--- config.mk ---
export PLATFORM = sky130hd
export DESIGN_NAME = frz_ctl_regs
export DESIGN_NICKNAME = d
export VERILOG_FILES = /design/src/rtl/frz_ctl_pkg.sv /design/src/rtl/frz_fmt_reg.sv /design/src/rtl/frz_cell.sv /design/src/rtl/frz_ctl_regs.sv
export SDC_FILE = /design/constraint.sdc
export NUM_CORES = 1
export LEC_CHECK = 0
export BUFFER_PORTS_ARGS = -buffer_cell sky130_fd_sc_hd__buf_2
export CAP_MARGIN = 10
export CORE_MARGIN = 10
export CORE_UTILIZATION = 61
export DETAILED_ROUTE_END_ITERATION = 8
export PLACE_DENSITY = 0.85
export SLEW_MARGIN = 0
export SYNTH_ARGS = -nofsm -noshare
export SYNTH_HDL_FRONTEND = slang
export SYNTH_SLANG_ARGS = --single-unit
--- constraint.sdc ---
create_clock -name clk -period 3.1 [get_ports clk]
set_clock_uncertainty 0.1 [all_clocks]
set_input_delay 0.31 -clock clk [delete_from_list [all_inputs] [get_ports clk]]
set_output_delay 0.31 -clock clk [all_outputs]
set_load 0.03 [all_outputs]
--- src/rtl/frz_ctl_pkg.sv ---
package frz_ctl_pkg;

  typedef struct packed {
    logic       hold;
    logic       aux_i2s;
    logic [2:0] dac_fmt;
    logic [2:0] adc_fmt;
  } fmt_reg_t;

  localparam fmt_reg_t FMT_RST = '{hold: 1'b0, aux_i2s: 1'b0,
                                   dac_fmt: 3'b110, adc_fmt: 3'b000};

endpackage

--- src/rtl/frz_fmt_reg.sv ---
module frz_fmt_reg
  import frz_ctl_pkg::*;
(
  input  logic     clk,
  input  logic     rst,
  input  logic     wr_en,
  input  logic [7:0] wr_data,
  output fmt_reg_t fmt_o
);

  always_ff @(posedge clk) begin
    if (rst)        fmt_o <= FMT_RST;
    else if (wr_en) fmt_o <= fmt_reg_t'(wr_data);
  end

  // the format register is never held back by the hold bit
  assert_fmt_now_R2: assert property (@(posedge clk) disable iff (rst)
    wr_en |=> (fmt_o == fmt_reg_t'($past(wr_data))));

endmodule

--- src/rtl/frz_cell.sv ---
module frz_cell #(
  parameter int unsigned W = 8
) (
  input  logic         clk,
  input  logic         rst,
  input  logic         wr_en,
  input  logic [W-1:0] wr_data,
  input  logic         load_en,
  output logic [W-1:0] shadow_o,
  output logic [W-1:0] active_o
);

  always_ff @(posedge clk) begin
    if (rst)        shadow_o <= '0;
    else if (wr_en) shadow_o <= wr_data;
  end

  always_ff @(posedge clk) begin
    if (rst)          active_o <= '0;
    else if (load_en) active_o <= shadow_o;
  end

  // no live change while the load is held off
  assert_hold_R3: assert property (@(posedge clk) disable iff (rst)
    !load_en |=> $stable(active_o));

endmodule

--- src/rtl/frz_ctl_regs.sv ---
module frz_ctl_regs
  import frz_ctl_pkg::*;
#(
  parameter int unsigned ADDR_W     = 8,
  parameter int unsigned DATA_W     = 8,
  parameter int unsigned N_DAC      = 8,
  parameter int unsigned N_ADC      = 6,
  parameter int unsigned FMT_ADDR   = 4,
  parameter int unsigned DMUTE_ADDR = 5,
  parameter int unsigned AMUTE_ADDR = 6,
  parameter int unsigned DINV_ADDR  = 7,
  parameter int unsigned AINV_ADDR  = 8,
  parameter int unsigned DVOL_BASE  = 16,
  parameter int unsigned AVOL_BASE  = 24
) (
  input  logic                    clk,
  input  logic                    rst,
  input  logic                    wr_en,
  input  logic [ADDR_W-1:0]       wr_addr,
  input  logic [DATA_W-1:0]       wr_data,
  input  logic                    rd_en,
  input  logic [ADDR_W-1:0]       rd_addr,
  output logic [DATA_W-1:0]       rd_data,
  output logic                    freeze_o,
  output logic                    aux_i2s_o,
  output logic [2:0]              dac_fmt_o,
  output logic [2:0]              adc_fmt_o,
  output logic [N_DAC-1:0]        dac_mute_o,
  output logic [N_ADC-1:0]        adc_mute_o,
  output logic [N_DAC-1:0]        dac_inv_o,
  output logic [N_ADC-1:0]        adc_inv_o,
  output logic [N_DAC*DATA_W-1:0] dac_vol_o,
  output logic [N_ADC*DATA_W-1:0] adc_vol_o
);

  localparam int unsigned NREG    = 4 + N_DAC + N_ADC;
  localparam int unsigned DVOL_IX = 4;
  localparam int unsigned AVOL_IX = 4 + N_DAC;

  function automatic int unsigned width_of(int unsigned i);
    if (i == 0 || i == 2) return N_DAC;
    if (i == 1 || i == 3) return N_ADC;
    return DATA_W;
  endfunction

  function automatic logic [ADDR_W-1:0] addr_of(int unsigned i);
    int unsigned a;
    case (i)
      0:       a = DMUTE_ADDR;
      1:       a = AMUTE_ADDR;
      2:       a = DINV_ADDR;
      3:       a = AINV_ADDR;
      default: a = (i < AVOL_IX) ? DVOL_BASE + i - DVOL_IX
                                 : AVOL_BASE + i - AVOL_IX;
    endcase
    return ADDR_W'(a);
  endfunction

  fmt_reg_t fmt_q;
  logic     fmt_we;

  assign fmt_we = wr_en && (wr_addr == ADDR_W'(FMT_ADDR));

  frz_fmt_reg u_fmt (
    .clk     (clk),
    .rst     (rst),
    .wr_en   (fmt_we),
    .wr_data (wr_data[7:0]),
    .fmt_o   (fmt_q)
  );

  assign freeze_o  = fmt_q.hold;
  assign aux_i2s_o = fmt_q.aux_i2s;
  assign dac_fmt_o = fmt_q.dac_fmt;
  assign adc_fmt_o = fmt_q.adc_fmt;

  logic [DATA_W-1:0]      shd_ext [NREG];
  logic [NREG*DATA_W-1:0] shd_bus;
  logic [NREG*DATA_W-1:0] act_bus;

  for (genvar i = 0; i < NREG; i++) begin : g_reg
    localparam int unsigned     W = width_of(i);
    localparam logic [ADDR_W-1:0] A = addr_of(i);
    logic [W-1:0] shd;
    logic [W-1:0] act;

    frz_cell #(.W(W)) u_cell (
      .clk      (clk),
      .rst      (rst),
      .wr_en    (wr_en && (wr_addr == A)),
      .wr_data  (wr_data[W-1:0]),
      .load_en  (!fmt_q.hold),
      .shadow_o (shd),
      .active_o (act)
    );

    assign shd_ext[i]                    = DATA_W'(shd);
    assign shd_bus[i*DATA_W +: DATA_W]   = DATA_W'(shd);
    assign act_bus[i*DATA_W +: DATA_W]   = DATA_W'(act);
  end

  assign dac_mute_o = g_reg[0].act;
  assign adc_mute_o = g_reg[1].act;
  assign dac_inv_o  = g_reg[2].act;
  assign adc_inv_o  = g_reg[3].act;

  for (genvar k = 0; k < N_DAC; k++) begin : g_dvol
    assign dac_vol_o[k*DATA_W +: DATA_W] = g_reg[DVOL_IX + k].act;
  end

  for (genvar k = 0; k < N_ADC; k++) begin : g_avol
    assign adc_vol_o[k*DATA_W +: DATA_W] = g_reg[AVOL_IX + k].act;
  end

  // Read path: select by address, register the result
  logic [DATA_W-1:0] rd_next;
  logic              rd_hit;

  always_comb begin
    rd_next = '0;
    rd_hit  = 1'b0;
    if (rd_addr == ADDR_W'(FMT_ADDR)) begin
      rd_next = DATA_W'(fmt_q);
      rd_hit  = 1'b1;
    end
    for (int unsigned i = 0; i < NREG; i++) begin
      if (rd_addr == addr_of(i)) begin
        rd_next = shd_ext[i];
        rd_hit  = 1'b1;
      end
    end
  end

  always_ff @(posedge clk) begin
    if (rst)        rd_data <= '0;
    else if (rd_en) rd_data <= rd_next;
  end

  // reset values
  assert_reset_vals_R1: assert property (@(posedge clk)
    rst |=> (dac_fmt_o == 3'b110 && adc_fmt_o == 3'b000 && !freeze_o &&
             !aux_i2s_o && act_bus == '0));

  // live bus frozen while hold is set
  assert_frozen_R3: assert property (@(posedge clk) disable iff (rst)
    freeze_o |=> $stable(act_bus));

  // one edge after release, every live copy equals its staged copy
  assert_release_R5: assert property (@(posedge clk) disable iff (rst)
    $fell(freeze_o) |=> (act_bus == $past(shd_bus)));

  // unmapped reads return zero
  assert_unmapped_R9: assert property (@(posedge clk) disable iff (rst)
    (rd_en && !rd_hit) |=> (rd_data == '0));

endmodule

Word level (Yosys, flattened, before mapping). Index checks and enable logic that the tools add are counted.

Eq/ne operators: 38. Multiplexer cells: 19. Reductions and logical operators: 19.

Operators with widths (count): $eq A8 B5 Y1 const B (28); $mux W8 (19); $eq A8 B3 Y1 const B (8); $logic_and A1 B1 Y1 (19); $eq A8 B4 Y1 const B (2).

Flip-flop bits (word level): 296. Input port bits: 28. Output and inout bits: 156. Logic and storage cells: 117.

Logic depth before layout (Yosys ltp). Gate-level depths: netlist of the first run.

Depth in word-level cells: 20. Mapped depth: 10. Mapped depth without buffers: 6.

By module. From an unflattened synthesis of the first run, not the netlist that was laid out.

Cells, all modules: 1288. Area total of the unflattened synthesis: 12728.5 µm².

Modules (own cells, without submodules): frz_cell at g_reg[0].u_cell ... (times used 16, cells an instance 52, area each 579.3 µm², seq. area each 320.3 µm²); frz_ctl_regs (times used 1, cells an instance 352, area each 2301.0 µm², seq. area each 160.2 µm²); frz_cell at g_reg[1].u_cell ... (times used 2, cells an instance 39, area each 432.9 µm², seq. area each 240.2 µm²); frz_fmt_reg (times used 1, cells an instance 26, area each 292.8 µm², seq. area each 160.2 µm²).

Worst setup path after synthesis of the first run. OpenSTA, ideal clock, no wires.

Kind: input -> register. From: in rd_addr[5]. To: reg rd_data[2]. Library setup time: 0.128 ns. Arrival time: 1.800 ns. Data required time: 2.872 ns. Setup slack: 1.071 ns. Stages on the path: 7. Buffers on the path: 2. Cell sequence: or4b_1 > buf_6 > buf_6 > a211oi_1 > a211oi_1 > a2111oi_2 > nor3_1.

Word-level cells in the longest chain between the ends: 20. Elaborated cells on any way between the ends: 38. Classes of those cells: eq/ne (19); mux (19).

RTL lines: start, declared (line frz_ctl_regs.sv:22) `input logic [ADDR_W-1:0] rd_addr,`; $eq A8 B3 Y1 (line frz_ctl_regs.sv:122) `if (rd_addr == ADDR_W'(FMT_ADDR)) begin`; $mux W8 (line frz_ctl_regs.sv:122); $mux W8 (17 in series) (line frz_ctl_regs.sv:127) `if (rd_addr == addr_of(i)) begin`; $mux W8 * (line frz_ctl_regs.sv:127); end signal, assigned (line frz_ctl_regs.sv:136) `else if (rd_en) rd_data <= rd_next;`; end, declared (line frz_ctl_regs.sv:23) `output logic [DATA_W-1:0] rd_data,`.

Mark *: on every way between the ends. The rest lies on a longest branch, timed or not. A chain may end at the register's enable or synchronous reset.

Worst setup path after layout of the first run.
From: in rd_addr[5]. To: reg rd_data[0].

The elaborated chain is that of the path after synthesis.

==> results of run 1 <==
==> state kept, by name, summed over array words and instances (netlist names) <==
| name | count |
|---|---|
| u_fmt.fmt_o | 8 |
| g.u_cell.shadow_o | 140 |
| g.u_cell.active_o | 140 |
| rd_data | 8 |
==> metrics by stage <==
step | utilization | std cells | hold slack (ns) | total power [uW]
floorplan | - | 1365 | 0.344 | 4130
global placement | 0.671 | 1739 | 0.360 | 4250
detailed placement | 0.671 | 1739 | 0.369 | 4250
CTS | 0.716 | 1790 | 0.152 | 7590
global route | 0.716 | 1791 | 0.169 | 7760
finish | 0.716 | 1791 | 0.180 | 7590
==> layout make-up <==
type / count / share of cell area
sequential: 296 / 0.412
tap: 270 / 0.0235
clock buffer: 43 / 0.0582
timing repair buffer: 216 / 0.0840
multi-input combinational: 954 / 0.416
clock inverter: 8 / 0.00530
inverter: 3 / 0.000782
antenna: 1 / 0.000174
==> power groups by stage <==
stage | clock (uW) | sequential (uW) | combinational, uW
after floorplan | 0 | 3910 | 222
after global placement | 0 | 3900 | 347
after detailed placement | 0 | 3900 | 348
after CTS | 3420 | 3820 | 350
after global routing | 3560 | 3810 | 381
final | 3410 | 3820 | 362
==> worst paths after layout <==
check / start / endpoint / slack [ns] / cells after the start
max: rd_addr[5] / rd_data[0] / 0.94 / 8
min reg2reg: g_reg[11].u_cell.shadow_o[7] / g_reg[11].u_cell.shadow_o[7] / 0.38 / 2
min: wr_data[7] / g_reg[11].u_cell.shadow_o[7] / 0.18 / 3
max reg2reg: g_reg[2].u_cell.shadow_o[5] / rd_data[5] / 1.21 / 4
==> worst max-delay path: stages <==
cell	delay [ns]
buf_2	0.12
or4b_1	0.86
buf_4	0.34
a2111oi_2	0.25
a221oi_1	0.09
a21oi_1	0.29
o31ai_1	0.13
a21boi_1	0.14
==> cell usage after synthesis (6+ instances only) <==
library cell,n
a31oi_1,6
mux2i_1,218
o22ai_1,8
a211oi_1,12
nand3_1,80
nand2_1,110
clkbuf_1,78
nor2_1,249
dfxtp_1,296
a21oi_1,99
mux4_2,6
buf_1,16
buf_2,15
nand2b_1,12
nor2b_1,15
nor3_1,17
mux2_2,6
o21ai_0,23
==> cell families (layout without fill, tap and decap cells) <==
logic type,after synthesis,count (layout),share of synthesized area
flip-flops,296,296,0.478
AND/OR/NAND/NOR,524,524,0.188
multiplexers,230,230,0.193
AO/OA/AOI/OAI,199,199,0.102
XOR/XNOR,1,1,0.000707
buffers and inverters,115,270,0.0377
other,0,1,0
==> metal layers <==
layer,wire [um],GRT usage,up-vias
met5,12,0,-
met2,18100,0.455,617
met1,15800,0.365,5200
met3,4520,0.0913,104
met4,1410,0.108,2
li1,-,-,5010
==> results.py, run 1 <==
metrics = {
    "status": {
        "status": "completed",
    },
    "clock_tree": {
        "htreeDepth": 1,
        "clockBufferDepth": 3,
        "cts_hold_buf": 0,
        "clk_latency_ns": 0.55,
        "cts-root-buf": "clkbuf_16",
        "cts_setup_buffers": 0,
        "clkTransAtPathRegs_ns": 0.06,
        "tritoncts": "built",
        "clock_sinks": 296,
        "cts_buffers": 28,
        "cts_resized": 0,
    },
    "timing": {
        "finalSetupViolations": 0,
        "worst_slew_pin_slew_ns": 0.808,
        "slew_viol_final": 0,
        "finalHoldViolations": 0,
        "fmax_ghz": 0.462,
        "fin_crit_ns": 2.16,
        "worst_slack_ns": 0.935,
        "fin_tns_setup_ns": 0,
        "rsz0062_at_grt": "no",
        "relSlewSlack": 0.457,
        "final.period_utilization": 0.698,
    },
    "cells_and_area": {
        "post-route-cell-area_sq_um": 14400,
        "drive_gt1_frac": 0.193,
        "final_common_cell": "dfxtp_1",
        "fillers": 1478,
        "areaGrowthSynthToFinish_pct": 16.3,
        "final_cell_mix": "dfxtp_1 (295), nor2_1 (249), mux2i_1 (218)",
        "regArea_sq_um": 5930,
        "multiInputGateArea_sq_um": 5990,
        "nets": 1527,
    },
    "critical_path": {
        "crit_required_ns": 3.48,
        "cp_max_fo": 15,
        "arrival_ns": 2.54,
        "path_class": "input pin to flop",
        "cp-start-kind": "input pin",
        "end_kind": "flop",
    },
    "die": {
        "io-pin-count": 184,
        "die_h_um": 163,
        "fp.dieArea_sq_um": 26400,
        "start_util": 0.616,
        "die_w_um": 163,
        "rows": 52,
        "core-area_sq_um": 20100,
    },
    "placed_design": {
        "place_area_sq_um": 13500,
        "place_ws_ns": 0.419,
        "io_buffers": 183,
        "hpwl_um": 28400,
        "gp_congestion": 0.988,
    },
    "synth": {
        "syn_nets": 1393,
        "synth_cell_types": 66,
        "synth-seq-area-share": 0.478,
        "yosysTopAreaCell": "dfxtp_1",
        "ys_seq_elements": 296,
        "ys.flop_type": "dfxtp_1",
        "ys_warn_count": 0,
        "synthCells": 1365,
        "yosys.area.top_type_share": 0.478,
        "synth-edff-count": 0,
        "async_flop_share": 0,
        "ys_top_cells_by_area": "dfxtp_1 (48%), mux2i_1 (18%), nor2_1 (7.5%)",
        "synth_area_sq_um": 12400,
        "avgSynthCellArea_sq_um": 9.07,
    },
    "power": {
        "power_density_nw_per_um2": 527,
        "p_sw_frac": 0.230,
        "clkPwrFrac": 0.449,
        "seq_power_share": 0.503,
        "vdd_drop_max_uv": 391,
        "switching_power_uw": 1750,
        "comb_power_share": 0.048,
        "leakage_uw": 0.00562,
        "p_int_uw": 5840,
    },
    "drt": {
        "wirelength_um": 39800,
        "via_per_inst": 6.10,
        "dr.first_iter.drc_count": 1219,
        "wire_per_inst_um": 22.2,
        "remaining_drc_errors": 0,
        "vias": 10933,
        "antenna_left": 0,
        "dr.pass1.iters": 8,
    },
    "hold_path": {
        "hold_class": "input pin to flop",
    },
    "global_routing": {
        "grt-ovfl-total": 0,
        "grt_max_degree": 122,
        "antenna_found_initial": 3,
        "grt_pass1_vias": 10647,
        "grt_usage": 0.289,
        "grt_pass1_wl_um": 61400,
    },
    "job": {
        "cap_violations": 0,
    },
}
(Power assumes the default switching activity.)
==> run 2: changes to the inputs <==
- CORE_UTILIZATION: 61 -> 51
- PLACE_DENSITY: 0.85 -> 0.75
- clock period: 3.1 -> 1.9 ns (I/O delays scaled with it)
==> run 2 against run 1 <==
- critical endpoint is now rd_data[3]
- non-clock buffer count rose by 92
- largest cell class unchanged
- via count rose by 1.7%
- clock power rose by 72%
- combinational power rose by 94%
- cell count rose by 7.9%
- sequential power rose by 63%
- register-to-register slack got worse by 1.2 ns
- total power rose by 69%
- sequential share of layout area fell by 2.8 points
- the flow now finishes with violations (setup timing)
- first-iteration DRC count rose by 0.16%
- worst setup slack got worse by 0.94 ns
- routed wire length rose by 3.6%
==> results.py, run 2 (synthesis gave the netlist of run 1 again) <==
metrics = {
    "die": {
        "io-pin-count": 184,
        "fp.dieArea_sq_um": 30900,
        "die_h_um": 176,
        "core-area_sq_um": 23700,
        "rows": 56,
        "die_w_um": 176,
        "start_util": 0.523,
    },
    "drt": {
        "wl_met1_um": 18000,
        "remaining_drc_errors": 0,
        "dr.pass1.iters": 6,
        "via_per_inst": 5.75,
        "antenna_left": 0,
        "wirelength_um": 41300,
        "met3WireLength_um": 3630,
        "vias": 11118,
        "dr.first_iter.drc_count": 1221,
        "route.met2.wl_um": 18500,
        "wire_per_inst_um": 21.4,
        "highest_layer": "met4",
    },
    "cells_and_area": {
        "antennaDiodeCount": 0,
        "final_common_cell": "dfxtp_1",
        "final_cells": 1932,
        "final_cell_mix": "dfxtp_1 (292), nor2_1 (249), mux2i_1 (218)",
        "post-route-cell-area_sq_um": 15500,
        "reg_top3": "g.u_cell.active_o (140), g.u_cell.shadow_o (140)",
        "nets": 1620,
        "areaGrowthSynthToFinish_pct": 24.9,
        "fillers": 1950,
        "drive_gt1_frac": 0.247,
    },
    "critical_path": {
        "cp-start-kind": "flop",
        "r2r_cells": 7,
        "cp_max_fo": 3,
        "reg2reg_setup_slack_ns": -0.002,
        "end_kind": "flop",
        "arrival_ns": 2.30,
        "path_class": "flop to flop",
        "r2r-end": "rd_data[3]",
        "crit_required_ns": 2.29,
        "critical_path.reg2reg.startpoint": "g_reg[5].u_cell.shadow_o[3]",
    },
    "placed_design": {
        "gp_congestion": 1.03,
        "place_ws_ns": -0.380,
        "place_inst": 1879,
        "io_buffers": 183,
        "hpwl_um": 30200,
        "place_area_sq_um": 14400,
    },
    "timing": {
        "relSlewSlack": 0.558,
        "finalSetupViolations": 1,
        "worst_slack_ns": -0.00237,
        "worst_slew_pin_slew_ns": 0.663,
        "fmax_ghz": 0.526,
        "fin_crit_ns": 1.90,
        "slew_viol_final": 0,
        "final.period_utilization": 1.00,
        "finalHoldViolations": 0,
        "rsz0062_at_grt": "yes",
    },
    "hold_path": {
        "hold_class": "input pin to flop",
        "hp-start": "wr_data[6]",
        "hold_depth": 3,
        "worstHoldEndpoint": "g_reg[15].u_cell.shadow_o[6]",
    },
    "clock_tree": {
        "clkTransAtPathRegs_ns": 0.07,
        "clk_latency_ns": 0.57,
        "cts-root-buf": "clkbuf_16",
        "tritoncts": "built",
        "clock_sinks": 296,
        "clockBufferDepth": 3,
        "htreeDepth": 1,
        "cts_buffers": 29,
    },
    "power": {
        "power_density_nw_per_um2": 828,
        "vdd_drop_max_uv": 913,
        "leakage_uw": 0.00618,
    },
    "global_routing": {
        "grt_pass1_wl_um": 62900,
        "grt_pass1_vias": 10479,
        "antenna_found_initial": 1,
        "grt-ovfl-total": 0,
        "grt_max_degree": 118,
        "grt_usage": 0.256,
    },
    "job": {
        "cap_violations": 0,
    },
    "status": {
        "violations": "setup timing",
        "status": "complete, but fails checks",
    },
}
-- run 2: metrics by stage --
step                total power, uW  utilization  hold slack [ns]   TNS, ns
floorplan                      6740            -            0.308         0
CTS                           12900        0.651          0.00200         0
finish                        12800        0.653           0.0403  -0.00237
detailed placement             7040        0.610            0.362     -2.73
global placement               7050        0.610            0.358     -2.34
global route                  13200        0.653           0.0202   -0.0496
-- run 2: final cells by class --
class / count / area [sq um] / area share
multi-input cells: 954 / 6020 / 0.389
flip-flops and latches: 296 / 5940 / 0.384
repair buffers: 308 / 2120 / 0.137
clock buffers: 41 / 851 / 0.0550
well taps: 319 / 399 / 0.0258
clock inverters: 11 / 135 / 0.00874
inverters: 3 / 11.3 / 0.000728
-- run 2: repair_timing --
item                       in CTS  in global routing
pin swaps                       0                  3
setup endpoints to repair       1                  5
hold buffers                    1                  0
setup buffers                   0                  1
resized for setup               0                  9
hold endpoints to repair       19                  0
-- run 2: worst max path at each step --
| stage | start | end | slack (ns) | cells past startpoint |
|---|---|---|---|---|
| 5_1_grt | g_reg[5].u_cell.shadow_o[3] | rd_data[3] | -0.03 | 7 |
| 3_3_place_gp | rd_addr[5] | rd_data[2] | -0.37 | 9 |
| 2_1_floorplan | rd_addr[5] | rd_data[2] | 0.004 | 7 |
| 6_report | g_reg[5].u_cell.shadow_o[3] | rd_data[3] | -0.002 | 7 |
| 4_1_cts | g_reg[1].u_cell.shadow_o[0] | rd_data[0] | 0.02 | 6 |
| 3_5_place_dp | rd_addr[5] | rd_data[4] | -0.38 | 9 |
-- run 2: per-layer routing --
| metal | up-vias | global-route usage |
|---|---|---|
| met2 | 534 | 0.401 |
| met5 | - | 0 |
| met3 | 84 | 0.0521 |
| met4 | 0 | 0.0742 |
| met1 | 5293 | 0.347 |
| li1 | 5207 | - |
-- run 2: report_power, final --
part | total [uW] | internal [uW] | switching (uW)
registers | 6220 | 6210 | 11.8
logic | 704 | 236 | 469
clock network | 5880 | 3410 | 2470
-- run 2: critical path, cell delays in order (launching register included) --
cell       delay (ns)
dfxtp_1          0.39
nand2b_1         0.09
a2111oi_0        0.45
a221oi_1         0.10
a21oi_1          0.33
a211oi_2         0.09
buf_4            0.15
o22ai_1          0.13
